===== src/rtl/seq6_pkg.sv =====
package seq6_pkg;

    localparam int CODE_W = 3;

    typedef logic [CODE_W-1:0] code_t;

    localparam code_t RESET_CODE = 3'b011;

    typedef struct packed {
        code_t code;
    } seq6_regs_t;

endpackage


===== src/rtl/seq6_excite.sv =====
// Excitation logic: J and K inputs for every state bit, derived from the loop order.
module seq6_excite
    import seq6_pkg::*;
(
    input  code_t cur_i,
    output code_t j_o,
    output code_t k_o
);

    logic q2, q1, q0;

    always_comb begin
        q2 = cur_i[2];
        q1 = cur_i[1];
        q0 = cur_i[0];

        // MSB toggles whenever the middle bit is set
        j_o[2] = q1;
        k_o[2] = q1;

        // Middle bit: always set when low; cleared when Q2 and Q0 agree
        j_o[1] = 1'b1;
        k_o[1] = ~(q2 ^ q0);

        // LSB: set on the way out of 110, cleared when the middle bit is low
        j_o[0] = q2 & q1;
        k_o[0] = ~q1;
    end

endmodule


===== src/rtl/seq6_jk_bit.sv =====
// Next value of one J-K storage bit.
module seq6_jk_bit (
    input  logic q_i,
    input  logic j_i,
    input  logic k_i,
    output logic q_next_o
);

    always_comb begin
        unique case ({j_i, k_i})
            2'b00:   q_next_o = q_i;
            2'b01:   q_next_o = 1'b0;
            2'b10:   q_next_o = 1'b1;
            default: q_next_o = ~q_i;
        endcase
    end

endmodule


===== src/rtl/seq6_gen.sv =====
module seq6_gen
    import seq6_pkg::*;
(
    input  logic        clk,
    input  logic        rst,
    output logic [2:0]  code_o
);

    seq6_regs_t regs_d;
    seq6_regs_t regs_q;

    code_t j_vec;
    code_t k_vec;
    code_t step_code;

    seq6_excite u_excite (
        .cur_i (regs_q.code),
        .j_o   (j_vec),
        .k_o   (k_vec)
    );

    for (genvar b = 0; b < CODE_W; b++) begin : g_bit
        seq6_jk_bit u_bit (
            .q_i      (regs_q.code[b]),
            .j_i      (j_vec[b]),
            .k_i      (k_vec[b]),
            .q_next_o (step_code[b])
        );
    end

    always_comb begin
        regs_d = regs_q;
        if (rst) begin
            regs_d.code = RESET_CODE;
        end else begin
            regs_d.code = step_code;
        end
    end

    always_ff @(posedge clk) begin
        regs_q <= regs_d;
    end

    assign code_o = regs_q.code;

endmodule


===== config.mk =====
export PLATFORM = sky130hd
export DESIGN_NAME = seq6_gen
export DESIGN_NICKNAME = d
export VERILOG_FILES = /design/src/rtl/seq6_pkg.sv /design/src/rtl/seq6_excite.sv /design/src/rtl/seq6_jk_bit.sv /design/src/rtl/seq6_gen.sv
export SDC_FILE = /design/constraint.sdc
export NUM_CORES = 1
export LEC_CHECK = 0
export BUFFER_PORTS_ARGS = -buffer_cell sky130_fd_sc_hd__buf_4
export CORE_AREA = 2 2 39 41
export CTS_CLUSTER_SIZE = 10
export DETAILED_ROUTE_END_ITERATION = 8
export DIE_AREA = 0 0 41 43
export SYNTH_ARGS = -nofsm -noshare
export SYNTH_HDL_FRONTEND = slang
export SYNTH_SLANG_ARGS = --single-unit

===== constraint.sdc =====
create_clock -name clk -period 1.15 [get_ports clk]
set_clock_uncertainty 0.15 [all_clocks]
set_input_delay 0.0575 -clock clk [delete_from_list [all_inputs] [get_ports clk]]
set_output_delay 0.0575 -clock clk [all_outputs]
set_load 0.1 [all_outputs]

Word level (Yosys, flattened, before mapping). Index checks and enable logic that the tools add are counted. Widths: inputs -> output; s select.

Input bits: 2. Register bits after elaboration: 3. Output and inout port bits: 3.

Multiplexer cells: 3. Equality and inequality tests: 4. Reductions and logical operators: 3. Bitwise gates (word level): 6.

Operators by type and width (count): $logic_not 2->1 (3); $pmux 1 s3 (2); $eq 2x1->1 const B (2); $eq 2x2->1 const B (2); $not 1->1 (4); $pmux 1 s2 (1); $and 1x1->1 (1); $xor 1x1->1 (1).

Longest topological paths before layout.
Depth in word-level cells: 4. Depth in mapped cells: 2. Gate-level depth less buffers: 2.

Modules after synthesis. Synthesis repeated with hierarchy kept, for this count alone.

Cell total of the unflattened synthesis: 19. Area, all modules: 165.2 um^2.

Modules (own cells, without submodules): seq6_gen (seq. area each 60.1 um^2, instances 1, area each 78.8 um^2, cells each 6); seq6_excite (seq. area each 0.0 um^2, instances 1, area each 45.0 um^2, cells each 7); seq6_jk_bit (seq. area each 0.0 um^2, instances 3, area each 13.8 um^2, cells each 2).

Worst setup path before layout. OpenSTA, ideal clock, no wires.

Kind: register to output. From: register regs_q, in the netlist code_o[2]. To: output code_o[2]. Slack: 0.276 ns. Data required time: 0.942 ns. Arrival time: 0.666 ns. Stages on the path, launching flop included: 2. Path through: dfxtp_1 > buf_4.

RTL lines: start, declared (RTL line seq6_gen.sv:10) `seq6_regs_t regs_q;`; start signal, assigned (RTL line seq6_gen.sv:41) `regs_q <= regs_d;`; end, declared (RTL line seq6_gen.sv:6) `output logic [2:0] code_o`.

No word-level cell between the ends.

Final worst setup path.
From: register regs_q, in the netlist code_o[0]. To: output code_o[0].

No word-level cell between the ends.

==> impl_metrics.toml <==
[worst_setup_path]
crit_buf_inv = 1
crit_required_ps = 940
slowest_stage = "dfxtp_1"
arrival_ps = 890
cp_max_fo = 3
crit_path_end_kind = "primary output"
slowest_delay_ps = 350
path_cells = "buf_4"
critical_path_class = "register to primary output"
start_kind = "register"
cpLargestDelayFamily = "flip-flops"

[sta]
finalSetupViolCount = 0
period_needed_ps = 1100
finalMaxSlewViolations = 0
timing.final.crit_share_pct = 95.7
max_freq_mhz = 909
setup_ws_ps = 49.5
tightestPinTransition_ps = 280
hold_violations = 0
max_slew_margin_pct = 81.5

[detailed_routing]
wl_met1_um = 79
met2_length_um = 117
top_layer = "met3"
first_pass_iters = 2
wl_um = 212
viasPerCell = 2.79
drc = 0
vias = 95
wl_per_cell_um = 6.24
ant_nets = 0
drtIter0Drc = 1
route.met3.wl_um = 14

[clock_network]
root_buffer = "clkbuf_4"
cts_sinks = 3
clkTransAtPathRegs_ps = 40
htreeDepth = 1
clkLatencyLatePin_ps = 230
cts_made_buffers = 3
cts_buffer_depth = 2
cts_tree = "done"
post_cts_buffers = 0

[synthesis]
synth-seq-area-share_pct = 49.0
syn_area_per_cell_um2 = 10.2
synth_nets = 14
synth_area_um2 = 123
netlist-cell-type-count = 7
postSynthCellCount = 12
yosysWarnings = 0
synth_seq_cells = 3

[placement]
gp_congestion = 0.421
numPortBuffers = 4
place_inst = 29
dp_slack_ps = 250

[layout]
largest_register_ffs = 3
area.growth.synth_to_final_pct = 58.2
fillers = 155
drive_gt1_share_pct = 38.9
finalNonFillerCells = 34
diodes = 0
layout.nets = 21
utilization_pct = 14.0

[floorplanning]
num_rows = 14
die_h_um = 43
core_area_mm2 = 0.00138
die-area_mm2 = 0.00176
pin_count = 5
die_w_um = 41
start_util_pct = 8.86

[global_route]
antenna_found_initial = 0
grt_pass1_wl_um = 282
grt_usage_pct = 3.30
overflow = 0
grt_max_degree = 5
grt_pass1_vias = 100

[status]
status = "finished, final reports clean"

[min_path]
hold_class = "register to register"

[flow_run]
drv_cap = 0
-- synth_stat cells --
| cell type | number | area (µm²) |
|---|---|---|
| buf_4 | 3 | 22.5 |
| dfxtp_1 | 3 | 60.1 |
| xnor2_1 | 2 | 17.5 |
| nand2b_1 | 1 | 6.26 |
| nand3b_1 | 1 | 7.51 |
| nor2_1 | 1 | 3.75 |
| o21ai_0 | 1 | 5.00 |
-- cell families after synthesis --
kind of cell              share of synthesized area, %
DFF                                               49.0
xor gates and xnor gates                          14.3
and+or+nand+nor                                   14.3
buffers and inverters                             18.4
AOI/OAI and AO/OA                                 4.08
-- per-stage QoR --
| step | instance area, µm² | setup TNS (ps) | hold slack, ps |
|---|---|---|---|
| 3_5_place_dp | 150 | 0 | 87.3 |
| 6_report | 194 | 0 | 309 |
| 3_3_place_gp | 150 | 0 | 84.4 |
| 2_1_floorplan | 123 | 0 | -20.1 |
| 5_1_grt | 194 | -2.22 | 327 |
| 4_1_cts | 190 | 0 | 302 |
-- cell usage in the layout (no fill, tap or decap) --
| cell | n |
|---|---|
| dlygate4sd3_1 | 1 |
| xnor2_1 | 2 |
| nor2_1 | 1 |
| buf_4 | 2 |
| nand2b_1 | 1 |
| clkbuf_4 | 3 |
| o21ai_0 | 1 |
| buf_6 | 2 |
| clkbuf_1 | 1 |
| nand3b_1 | 1 |
| dfxtp_1 | 3 |
-- layout make-up --
| class | count | area (µm²) | share of cell area (%) |
|---|---|---|---|
| Tap cell | 16 | 20.0 | 10.3 |
| Multi-Input combinational cell | 6 | 40.0 | 20.6 |
| Clock buffer | 4 | 26.3 | 13.5 |
| Sequential cell | 3 | 60.1 | 31.0 |
| Timing Repair Buffer | 5 | 47.5 | 24.5 |
-- path summary, 6_finish.rpt --
check,cells after the start,startpoint,slack [ps],to
setup / recovery,1,code_o[0],50,code_o[0]
hold / removal,1,code_o[1],310,code_o[1]
setup reg to reg,2,code_o[2],260,code_o[1]
hold reg to reg,1,code_o[1],310,code_o[1]
-- per-layer routing --
layer,up-vias,GRT usage (%)
met5,-,0
met4,0,8.00
li1,47,-
met1,44,0.955
met2,4,3.75
met3,0,3.14
-- timing repair --
action | in CTS | in global routing
resized for setup | 1 | 1
hold buffers | 1 | 0
setup endpoints to repair | 1 | 1
endpoints found under the hold margin | 3 | 0
Power is not shown: default switching activity piles up to over one toggle a cycle in this logic, so the estimate is an artifact.
